[src/rtl/tx_stage_pkg.sv]
package tx_stage_pkg;
  localparam int unsigned IRQ_W    = 3;
  localparam int unsigned IRQ_ROOM = 0;
  localparam int unsigned IRQ_IDLE = 1;
  localparam int unsigned IRQ_OVF  = 2;
endpackage

[src/rtl/tx_hold_reg.sv]
module tx_hold_reg #(
  parameter int unsigned DATA_W = 8
) (
  input  logic              clk_i,
  input  logic              rst_ni,
  input  logic              wr_en_i,
  input  logic [DATA_W-1:0] wr_data_i,
  input  logic              clear_i,
  input  logic              take_i,
  output logic              valid_o,
  output logic [DATA_W-1:0] data_o,
  output logic              accept_o,
  output logic              ovf_o
);
  assign accept_o = wr_en_i & ~clear_i & ~valid_o;
  assign ovf_o    = wr_en_i & ~clear_i &  valid_o;

  always_ff @(posedge clk_i or negedge rst_ni) begin
    if (!rst_ni) begin
      valid_o <= 1'b0;
      data_o  <= '0;
    end else if (clear_i) begin
      valid_o <= 1'b0;
    end else if (accept_o) begin
      valid_o <= 1'b1;
      data_o  <= wr_data_i;
    end else if (take_i) begin
      valid_o <= 1'b0;
    end
  end

  AST_OVF_KEEPS_DATA: assert property (@(posedge clk_i) disable iff (!rst_ni)
    ovf_o |=> data_o == $past(data_o));
  AST_CLEAR_EMPTIES: assert property (@(posedge clk_i) disable iff (!rst_ni)
    clear_i |=> !valid_o);
endmodule

[src/rtl/tx_shift_reg.sv]
module tx_shift_reg #(
  parameter int unsigned DATA_W = 8
) (
  input  logic              clk_i,
  input  logic              rst_ni,
  input  logic              load_i,
  input  logic [DATA_W-1:0] load_data_i,
  input  logic              bit_done_i,
  input  logic              clear_i,
  output logic              busy_o,
  output logic              bit_o,
  output logic              finish_o,
  output logic              ready_o
);
  localparam int unsigned CNT_W = (DATA_W > 1) ? $clog2(DATA_W) : 1;
  localparam logic [CNT_W-1:0] LAST = CNT_W'(DATA_W - 1);

  logic [DATA_W-1:0] sr_q;
  logic [CNT_W-1:0]  cnt_q;
  logic              in_flight;

  assign bit_o     = sr_q[DATA_W-1];
  assign finish_o  = busy_o & bit_done_i & (cnt_q == LAST);
  assign ready_o   = ~busy_o | finish_o;
  // a byte counts as started once any bit has been consumed
  assign in_flight = (cnt_q != '0) | bit_done_i;

  always_ff @(posedge clk_i or negedge rst_ni) begin
    if (!rst_ni) begin
      busy_o <= 1'b0;
      sr_q   <= '0;
      cnt_q  <= '0;
    end else if (load_i) begin
      busy_o <= 1'b1;
      sr_q   <= load_data_i;
      cnt_q  <= '0;
    end else if (finish_o) begin
      busy_o <= 1'b0;
      cnt_q  <= '0;
    end else if (busy_o && clear_i && !in_flight) begin
      busy_o <= 1'b0;
    end else if (busy_o && bit_done_i) begin
      sr_q  <= {sr_q[DATA_W-2:0], 1'b0};
      cnt_q <= cnt_q + 1'b1;
    end
  end

  AST_HOLD_UNTIL_SENT: assert property (@(posedge clk_i) disable iff (!rst_ni)
    busy_o && !bit_done_i && !clear_i && !load_i |=> busy_o && $stable(bit_o));
  AST_INFLIGHT_KEPT: assert property (@(posedge clk_i) disable iff (!rst_ni)
    busy_o && clear_i && (cnt_q != '0) && !finish_o |=> busy_o);
endmodule

[src/rtl/tx_irq_flags.sv]
module tx_irq_flags #(
  parameter int unsigned N = 3
) (
  input  logic         clk_i,
  input  logic         rst_ni,
  input  logic [N-1:0] set_i,
  input  logic [N-1:0] clr_i,
  output logic [N-1:0] flag_o
);
  always_ff @(posedge clk_i or negedge rst_ni) begin
    if (!rst_ni) flag_o <= '0;
    else         flag_o <= (flag_o & ~clr_i) | set_i;
  end

  for (genvar i = 0; i < N; i++) begin : g_chk
    AST_SET_WINS: assert property (@(posedge clk_i) disable iff (!rst_ni)
      set_i[i] |=> flag_o[i]);
    AST_RISE_HAS_CAUSE: assert property (@(posedge clk_i) disable iff (!rst_ni)
      $rose(flag_o[i]) |-> $past(set_i[i]));
  end
endmodule

[src/rtl/serial_tx_stage.sv]
module serial_tx_stage
  import tx_stage_pkg::*;
#(
  parameter int unsigned DATA_W = 8
) (
  input  logic              clk_i,
  input  logic              rst_ni,
  input  logic              wr_en_i,
  input  logic [DATA_W-1:0] wr_data_i,
  input  logic              clear_i,
  input  logic [IRQ_W-1:0]  irq_clr_i,
  input  logic              bit_done_i,
  output logic              bit_req_o,
  output logic              bit_o,
  output logic              byte_done_o,
  output logic              room_o,
  output logic              idle_o,
  output logic [IRQ_W-1:0]  irq_o
);
  logic              hb_valid, accept, ovf, take, sr_ready, finish, done_ev;
  logic [DATA_W-1:0] hb_data;
  logic [IRQ_W-1:0]  irq_set;

  tx_hold_reg #(.DATA_W(DATA_W)) u_hold (
    .clk_i, .rst_ni, .wr_en_i, .wr_data_i, .clear_i,
    .take_i(take), .valid_o(hb_valid), .data_o(hb_data),
    .accept_o(accept), .ovf_o(ovf)
  );

  assign take = hb_valid & sr_ready & ~clear_i;

  tx_shift_reg #(.DATA_W(DATA_W)) u_shift (
    .clk_i, .rst_ni, .load_i(take), .load_data_i(hb_data),
    .bit_done_i, .clear_i, .busy_o(bit_req_o), .bit_o,
    .finish_o(finish), .ready_o(sr_ready)
  );

  assign byte_done_o = finish;
  assign done_ev     = finish & (~hb_valid | clear_i);

  always_ff @(posedge clk_i or negedge rst_ni) begin
    if (!rst_ni) begin
      room_o <= 1'b1;
      idle_o <= 1'b0;
    end else begin
      if (take || clear_i) room_o <= 1'b1;
      else if (accept)     room_o <= 1'b0;
      if (accept)       idle_o <= 1'b0;
      else if (done_ev) idle_o <= 1'b1;
    end
  end

  always_comb begin
    irq_set           = '0;
    irq_set[IRQ_ROOM] = take;
    irq_set[IRQ_IDLE] = done_ev;
    irq_set[IRQ_OVF]  = ovf;
  end

  tx_irq_flags #(.N(IRQ_W)) u_irq (
    .clk_i, .rst_ni, .set_i(irq_set), .clr_i(irq_clr_i), .flag_o(irq_o)
  );

  AST_ROOM_ON_LOAD: assert property (@(posedge clk_i) disable iff (!rst_ni)
    take |=> room_o && irq_o[IRQ_ROOM]);
  AST_IDLE_ON_LAST: assert property (@(posedge clk_i) disable iff (!rst_ni)
    done_ev && !accept |=> idle_o);
  AST_NO_REQ_AFTER_DROP: assert property (@(posedge clk_i) disable iff (!rst_ni)
    clear_i && !bit_req_o |=> !bit_req_o);
endmodule

[config.mk]
export PLATFORM = sky130hd
export DESIGN_NAME = serial_tx_stage
export DESIGN_NICKNAME = d
export VERILOG_FILES = /design/src/rtl/tx_stage_pkg.sv /design/src/rtl/tx_hold_reg.sv /design/src/rtl/tx_shift_reg.sv /design/src/rtl/tx_irq_flags.sv /design/src/rtl/serial_tx_stage.sv
export SDC_FILE = /design/constraint.sdc
export NUM_CORES = 1
export LEC_CHECK = 0
export CAP_MARGIN = 20
export CORE_MARGIN = 3
export CORE_UTILIZATION = 45
export CTS_CLUSTER_DIAMETER = 50
export CTS_CLUSTER_SIZE = 40
export DETAILED_ROUTE_END_ITERATION = 7
export DONT_BUFFER_PORTS = 1
export HOLD_SLACK_MARGIN = 0.06
export PLACE_DENSITY_LB_ADDON = 0.1
export SYNTH_ARGS = -nofsm -noshare
export SYNTH_HDL_FRONTEND = slang
export SYNTH_SLANG_ARGS = --single-unit
[constraint.sdc]
create_clock -name clk_i -period 2.05 [get_ports clk_i]
set_input_delay 0.205 -clock clk_i [delete_from_list [all_inputs] [get_ports clk_i]]
set_output_delay 0.205 -clock clk_i [all_outputs]
set_load 0.005 [all_outputs]
==> qor.txt, run 1 <==
Nets: 152
Routed WL per cell: 13.0 µm
Hold Path Sink: u_shift.cnt_q[2]$_DFFE_PN0P_
Vias post-DR: 819
Core Area: 2500 µm²
Unrepaired setup endpoints after global routing: no
Met3 Use GR: 2.67%
Initial antenna violation count: 0
Die ar.: 3320 µm²
Final instance area: 1440 µm²
Clock Latency Late Sink: 0.32 ns
Detail-routed via count per cell: 5.06
Cell Rows: 18
Part of the power in registers: 52.3%
End of the worst register-to-register path: u_shift.sr_q[2]$_DFFE_PN0P_
Largest net degree at the start of global routing: 27
Worst-Margin Slew: 0.498 ns
Worst min path class: in -> reg
GR Util All Layers: 15.1%
Final Hold Viols: 0
Avg Cell Area, Syn: 10.5 µm²
CP required: 2.30 ns
Final ANT Viol Nets: 0
Crit path buf inv count: 0
Max IR drop VDD: 0.644 mV
Antenna cell count: 0
Period utilisation layout: 84.1%
CP cell instances: ha_1, ha_1, nand2b_1, a21boi_4, nor2_1, a31oi_1
Residual DRC: 0
Gr ovfl total: 0
Worst Path Arrival: 1.97 ns
P_int: 1010 µW
Synthesis-to-layout area growth: 20.1%
H-tree depth: 1
CTS sink cnt: 26
Busiest grt layer: met1
Die span in y: 57.6 µm
Root Driver: clkbuf_4
Post-Syn Area: 1200 µm²
Detailed Place HPWL: 1.47 mm
Post-synthesis mux area share: 8.45%
Initial Util: 48.0%
Startpoint type of the worst setup path: flip-flop
Die X: 57.6 µm
Layout cells sized above 1: 14.4%
Seq/Total Area, Yosys: 54.3%
Worst Setup Path Type: reg -> reg
Max FO, Critical Path: 15
P_sw: 388 µW
Combinational fraction of design power: 22.9%
Number of synthesized register bits: 26
Post-Route Setup TNS: 0 ns
Final setup skew: 0.00157 ns
Reg-to-reg slack, setup: 0.33 ns
CTS buffer count: 3
YS warnings: 0
Io pins: 24
Post-synthesis adder-cell area fraction: 3.13%
Pins over their slew limit: 0
Worst Hold Depth: 3
Worst hold start: bit_done_i
First-pass DRT Iterations: 4
CP max stage cell: dfrtp_1
Critical path's most frequent cell: ha_1
TritonCTS clock tree: yes
Minimum clock period: 1.72 ns
Crit. End Element: flip-flop
Status: completed
Worst reg2reg startpoint: u_shift.cnt_q[0]$_DFFE_PN0P_
Post-Synth Simple-Gate Area: 16.9%
Syn_nets: 133
Crit-path leading delay family: compound AO/OA/AOI/OAI gates
Post-Synth XOR/XNOR Area: 0%
Clock slew at reported path FFs: 0.14 ns
Vias in the first global route: 823
Post-synth cell types: 25
Placed cell areas: 1220 µm²
Max Cap Viol: 0
RD Place Congestion: 0.749
Setup repair bufs after CTS: 0
Max Clock Freq: 0.580 GHz
P per Cell Area: 970 nW/µm²
First-pass GRT wire length: 3.86 mm
Clk buf depth: 2
Post-synthesis compound-gate area fraction: 13.1%
Switch share: 27.7%
Final wirelength: 2.10 mm
PortBufs: 0
DRT iter0 DRCs: 24
Leak pwr: 0.000646 µW
Slew margin rel.: 66.6%
R2R cell count: 6
Met1 Use GR: 22.6%
Clock share of power: 24.8%
Met2 GRT Util: 21.1%
Post-Syn Instances: 114
Largest family of logic cells by synthesized area: simple AND/OR/NAND/NOR gates
Setup violations, final: 0
Max incr delay on CP: 0.41 ns
[cells by family after synthesis]
group / Yosys count
DFF: 26
and+or+nand+nor: 44
adders and majority gates: 3
AOI/OAI and AO/OA: 22
buffers and inverters: 10
muxes: 9
[Yosys cell counts, drive strengths merged]
library cell  instances  area [µm²]
nand2                23        86.3
ha                    3        37.5
a22o                  1        8.76
o21bai                1        7.51
a21oi                 3        15.0
nand2b                4        32.5
nor2                 13        56.3
buf                   2        18.8
a21boi                2        37.5
nor2b                 1        6.26
or2b                  1        7.51
dfrtp                25         626
mux2                  9         101
inv                   8        30.0
and3                  1        6.26
dfstp                 1        26.3
o31ai                 1        7.51
o21ai                 6        30.0
a21o                  1        7.51
a31oi                 7        43.8
nand3b                1        7.51
[power by group through the flow]
stage / Sequential, µW / Clock (µW) / Combinational, µW
finish: 731 / 347 / 320
global route: 753 / 377 / 374
CTS: 732 / 367 / 326
detailed placement: 744 / 0 / 286
global placement: 737 / 0 / 277
floorplan: 718 / 0 / 257
[stage by stage]
| stage | hold slack [ns] | power [µW] | utilization (%) | setup slack [ns] | std cells |
|---|---|---|---|---|---|
| 3_3_place_gp | -0.0900 | 1010 | 48.7 | 0.391 | 142 |
| 2_1_floorplan | -0.0906 | 975 | - | 0.485 | 114 |
| 4_1_cts | 0.0605 | 1420 | 57.7 | 0.313 | 162 |
| 6_report | 0.0792 | 1400 | 57.7 | 0.325 | 162 |
| 5_1_grt | 0.0822 | 1500 | 57.7 | 0.182 | 162 |
| 3_5_place_dp | -0.0898 | 1030 | 48.7 | 0.334 | 142 |
[flip-flops by register name, summed over array words and instances, names as in the netlist]
name            count
u_hold.data_o       8
u_shift.sr_q        8
u_irq.flag_o        3
u_shift.cnt_q       3
idle_o              1
room_o              1
u_hold.valid_o      1
u_shift.busy_o      1
[cells in the final DEF, fill, tap and decap left out]
master         count
nand2b_4           1
a21o_1             1
o21ai_0            4
a22o_1             1
or2b_1             1
buf_12             1
bufinv_16          1
inv_1              8
o31ai_1            1
o21ai_1            2
nor2_1            12
clkbuf_4           3
dfrtp_1           25
dlygate4sd3_1     15
mux2_2             9
o21bai_1           1
nand2b_1           3
dfstp_2            1
nand3b_1           1
a31oi_1            7
nor2b_1            1
a21oi_1            3
nand2_1           23
nor2_4             1
and3_1             1
a21boi_4           2
ha_1               3
[worst max path at each step]
| stage | startpoint | end | slack [ns] | cells after the start |
|---|---|---|---|---|
| final | u_shift.cnt_q[0]$_DFFE_PN0P_ | u_shift.sr_q[2]$_DFFE_PN0P_ | 0.33 | 6 |
| after global routing | u_shift.cnt_q[1]$_DFFE_PN0P_ | u_shift.sr_q[6]$_DFFE_PN0P_ | 0.18 | 6 |
| after detailed placement | u_shift.cnt_q[0]$_DFFE_PN0P_ | u_shift.sr_q[2]$_DFFE_PN0P_ | 0.33 | 6 |
| after CTS | u_shift.cnt_q[0]$_DFFE_PN0P_ | u_shift.sr_q[2]$_DFFE_PN0P_ | 0.31 | 6 |
| after floorplan | u_shift.cnt_q[0]$_DFFE_PN0P_ | u_shift.sr_q[3]$_DFFE_PN0P_ | 0.48 | 7 |
| after global placement | u_shift.cnt_q[1]$_DFFE_PN0P_ | u_shift.sr_q[4]$_DFFE_PN0P_ | 0.39 | 6 |
[repair_timing]
item | 4_1_cts | 5_1_grt
hold endpoints to repair | 41 | 0
resized for setup | 0 | 0
hold buffers | 16 | 0
[area by class of cell]
class | count | area, µm²
Clock buffer | 3 | 22.5
Multi-Input combinational cell | 78 | 499
Inverter | 8 | 30.0
Timing Repair Buffer | 16 | 170
Tap cell | 30 | 37.5
Clock inverter | 1 | 30.0
Fill cell | 211 | 1060
Sequential cell | 26 | 652
[routing by layer]
layer,part of all wire (%),up-vias
met1,52,379
met4,1.2,0
met5,0,-
met3,4.9,4
li1,-,416
met2,42,20
[worst reg2reg max path, cell delays in order, from the launching register on]
cell and delay [ns]:
dfrtp_1 0.41, ha_1 0.20, ha_1 0.25, nand2b_1 0.20, a21boi_4 0.37, nor2_1 0.08, a31oi_1 0.15
Power figures use the tool's default switching activity.
==> run 2: changes to the inputs <==
==> constraint.sdc (replaced) <==
create_clock -name clk_i -period 1.7 [get_ports clk_i]
set_input_delay 0.17 -clock clk_i [delete_from_list [all_inputs] [get_ports clk_i]]
set_output_delay 0.17 -clock clk_i [all_outputs]
set_load 0.005 [all_outputs]
==> run 2 against run 1 <==
Against the previous run:
- combinational power is 44% higher
- worst setup slack worse by 0.22 ns
- die area stayed put
- sequential power is 21% higher
- sequential share of layout area is 1.7 points lower
- register-to-register slack worse by 0.22 ns
- clock skew is 0.0041 ns higher
- maximum frequency is 8.3% higher
- clock-buffer cell count stayed put
- first-iteration DRC count stayed put
- critical path type unchanged
- critical endpoint unchanged
==> qor.txt, run 2 (synthesized netlist as in run 1, its figures left out) <==
First-pass DRT Iterations: 4 (unchanged)
PortBufs: 0 (unchanged)
CP required: 1.95 ns (was 2.30 ns)
Slew margin rel.: 79.7% (was 66.6%)
Io pins: 24 (unchanged)
Worst min path class: in -> reg (unchanged)
Antenna cell count: 0 (unchanged)
DRT iter0 DRCs: 24 (unchanged)
Clk buf depth: 2 (unchanged)
Final core utilization: 59.9% (was 57.7%)
Vias post-DR: 856 (was 819)
Period utilisation layout: 93.7% (was 84.1%)
Die X: 57.6 µm (unchanged)
Detail-routed via count per cell: 5.16 (was 5.06)
Cell Rows: 18 (unchanged)
Status: completed (unchanged)
Minimum clock period: 1.59 ns (was 1.72 ns)
CTS sink cnt: 26 (unchanged)
Final ANT Viol Nets: 0 (unchanged)
CTS buffer count: 3 (unchanged)
Crit. End Element: flip-flop (unchanged)
Top Registers: u_hold.data_o: 8 flops, u_shift.sr_q: 8 flops (unchanged)
Max IR drop VDD: 0.865 mV (was 0.644 mV)
Commonest cells after routing, fill and taps aside: dfrtp_1, nand2_1, dlygate4sd3_1 (unchanged)
Final wirelength: 2.35 mm (was 2.10 mm)
Final setup skew: 0.00563 ns (was 0.00157 ns)
Root Driver: clkbuf_4 (unchanged)
Synthesis-to-layout area growth: 24.7% (was 20.1%)
Final instance area: 1500 µm² (was 1440 µm²)
Worst Path Arrival: 1.84 ns (was 1.97 ns)
GR Util All Layers: 16.0% (was 15.1%)
Leak pwr: 0.000667 µW (was 0.000646 µW)
Routed WL per cell: 14.1 µm (was 13.0 µm)
Startpoint type of the worst setup path: flip-flop (unchanged)
Final Hold Viols: 0 (unchanged)
Core Area: 2500 µm² (unchanged)
P per Cell Area: 1180 nW/µm² (was 970 nW/µm²)
Clock slew at reported path FFs: 0.14 ns (about the same)
Die ar.: 3320 µm² (unchanged)
Die span in y: 57.6 µm (unchanged)
Unrepaired setup endpoints after global routing: no (unchanged)
Largest net degree at the start of global routing: 27 (unchanged)
Max FO, Critical Path: 15 (unchanged)
First-pass GRT wire length: 4.07 mm (was 3.86 mm)
Max Cap Viol: 0 (unchanged)
Placed cell areas: 1230 µm² (was 1220 µm²)
Vias in the first global route: 839 (was 823)
TritonCTS clock tree: yes (unchanged)
Worst-Margin Slew: 0.304 ns (was 0.498 ns)
RD Place Congestion: 0.707 (was 0.749)
Pins over their slew limit: 0 (unchanged)
Initial Util: 48.0% (unchanged)
Reg-to-reg slack, setup: 0.11 ns (was 0.33 ns)
Gr ovfl total: 0 (unchanged)
Max Clock Freq: 0.628 GHz (was 0.580 GHz)
Residual DRC: 0 (unchanged)
Layout cells sized above 1: 19.1% (was 14.4%)
Clock Latency Late Sink: 0.32 ns (about the same)
Most common cell after layout, fill and taps aside: dfrtp_1 (unchanged)
Worst Setup Path Type: reg -> reg (unchanged)
Detailed Place HPWL: 1.48 mm (was 1.47 mm)
Nets: 156 (was 152)
Setup violations, final: 0 (unchanged)
H-tree depth: 1 (unchanged)
Initial antenna violation count: 0 (unchanged)
==> run 2: layout make-up <==
type / instances / area (µm²)
Fill cell: 214 / 1000
Sequential cell: 26 / 652
Multi-Input combinational cell: 78 / 509
Timing Repair Buffer: 20 / 215
Tap cell: 30 / 37.5
Clock inverter: 1 / 30.0
Inverter: 8 / 30.0
Clock buffer: 3 / 22.5
==> run 2: where the power goes <==
part | internal [µW] | leakage [µW] | total, µW | switching (µW)
registers | 777 | 0.000314 | 885 | 108
logic | 247 | 0.000325 | 460 | 213
clock network | 238 | 0.0000279 | 427 | 188
total | 1260 | 0.000667 | 1770 | 509
==> run 2: final timing paths <==
path / from / end / cells after the start
worst max register to register: u_shift.cnt_q[0]$_DFFE_PN0P_ / u_shift.sr_q[2]$_DFFE_PN0P_ / 7
worst max-delay path: u_shift.cnt_q[0]$_DFFE_PN0P_ / u_shift.sr_q[2]$_DFFE_PN0P_ / 7
worst min-delay path: bit_done_i / u_shift.cnt_q[2]$_DFFE_PN0P_ / 4
max in group asynchronous: rst_ni / room_o$_DFFE_PN1P_ / 2
worst min register to register: u_hold.data_o[0]$_DFFE_PN0P_ / u_shift.sr_q[0]$_DFFE_PN0P_ / 2
min in group asynchronous: rst_ni / u_shift.sr_q[1]$_DFFE_PN0P_ / 2
==> run 2: per-layer routing <==
layer	vias to the layer above	wire [µm]	GRT usage (%)
li1	422	-	-
met1	400	1110	23.8
met2	28	1040	23.2
met3	6	126	2.45
met4	0	63	6.95
met5	-	0	0
==> run 2: critical path, stage by stage, from the launching register on <==
cell and delay, ns:
dfrtp_1 0.41, ha_1 0.21, ha_2 0.21, nand2b_1 0.18, a21boi_4 0.17, buf_12 0.14
nor2_1 0.04, a31oi_1 0.16
==> run 2: timing repair <==
action | in CTS | in global routing
gates resized for setup | 0 | 4
pin swaps | 1 | 0
hold endpoints to repair | 42 | 0
hold buffers | 17 | 0
setup buffers | 1 | 1
endpoints found under the setup margin | 7 | 8
==> run 2: per-stage QoR <==
step	setup WS (ns)	hold WS (ns)	setup TNS [ns]	power, µW	cells
3_5_place_dp	-0.00175	-0.125	-0.00319	1250	143
6_report	0.108	0.108	0	1770	166
4_1_cts	0.00592	0.0877	0	1750	165
2_1_floorplan	0.135	-0.126	0	1180	114
3_3_place_gp	0.0576	-0.125	0	1230	143
5_1_grt	0.00310	0.111	0	1890	166
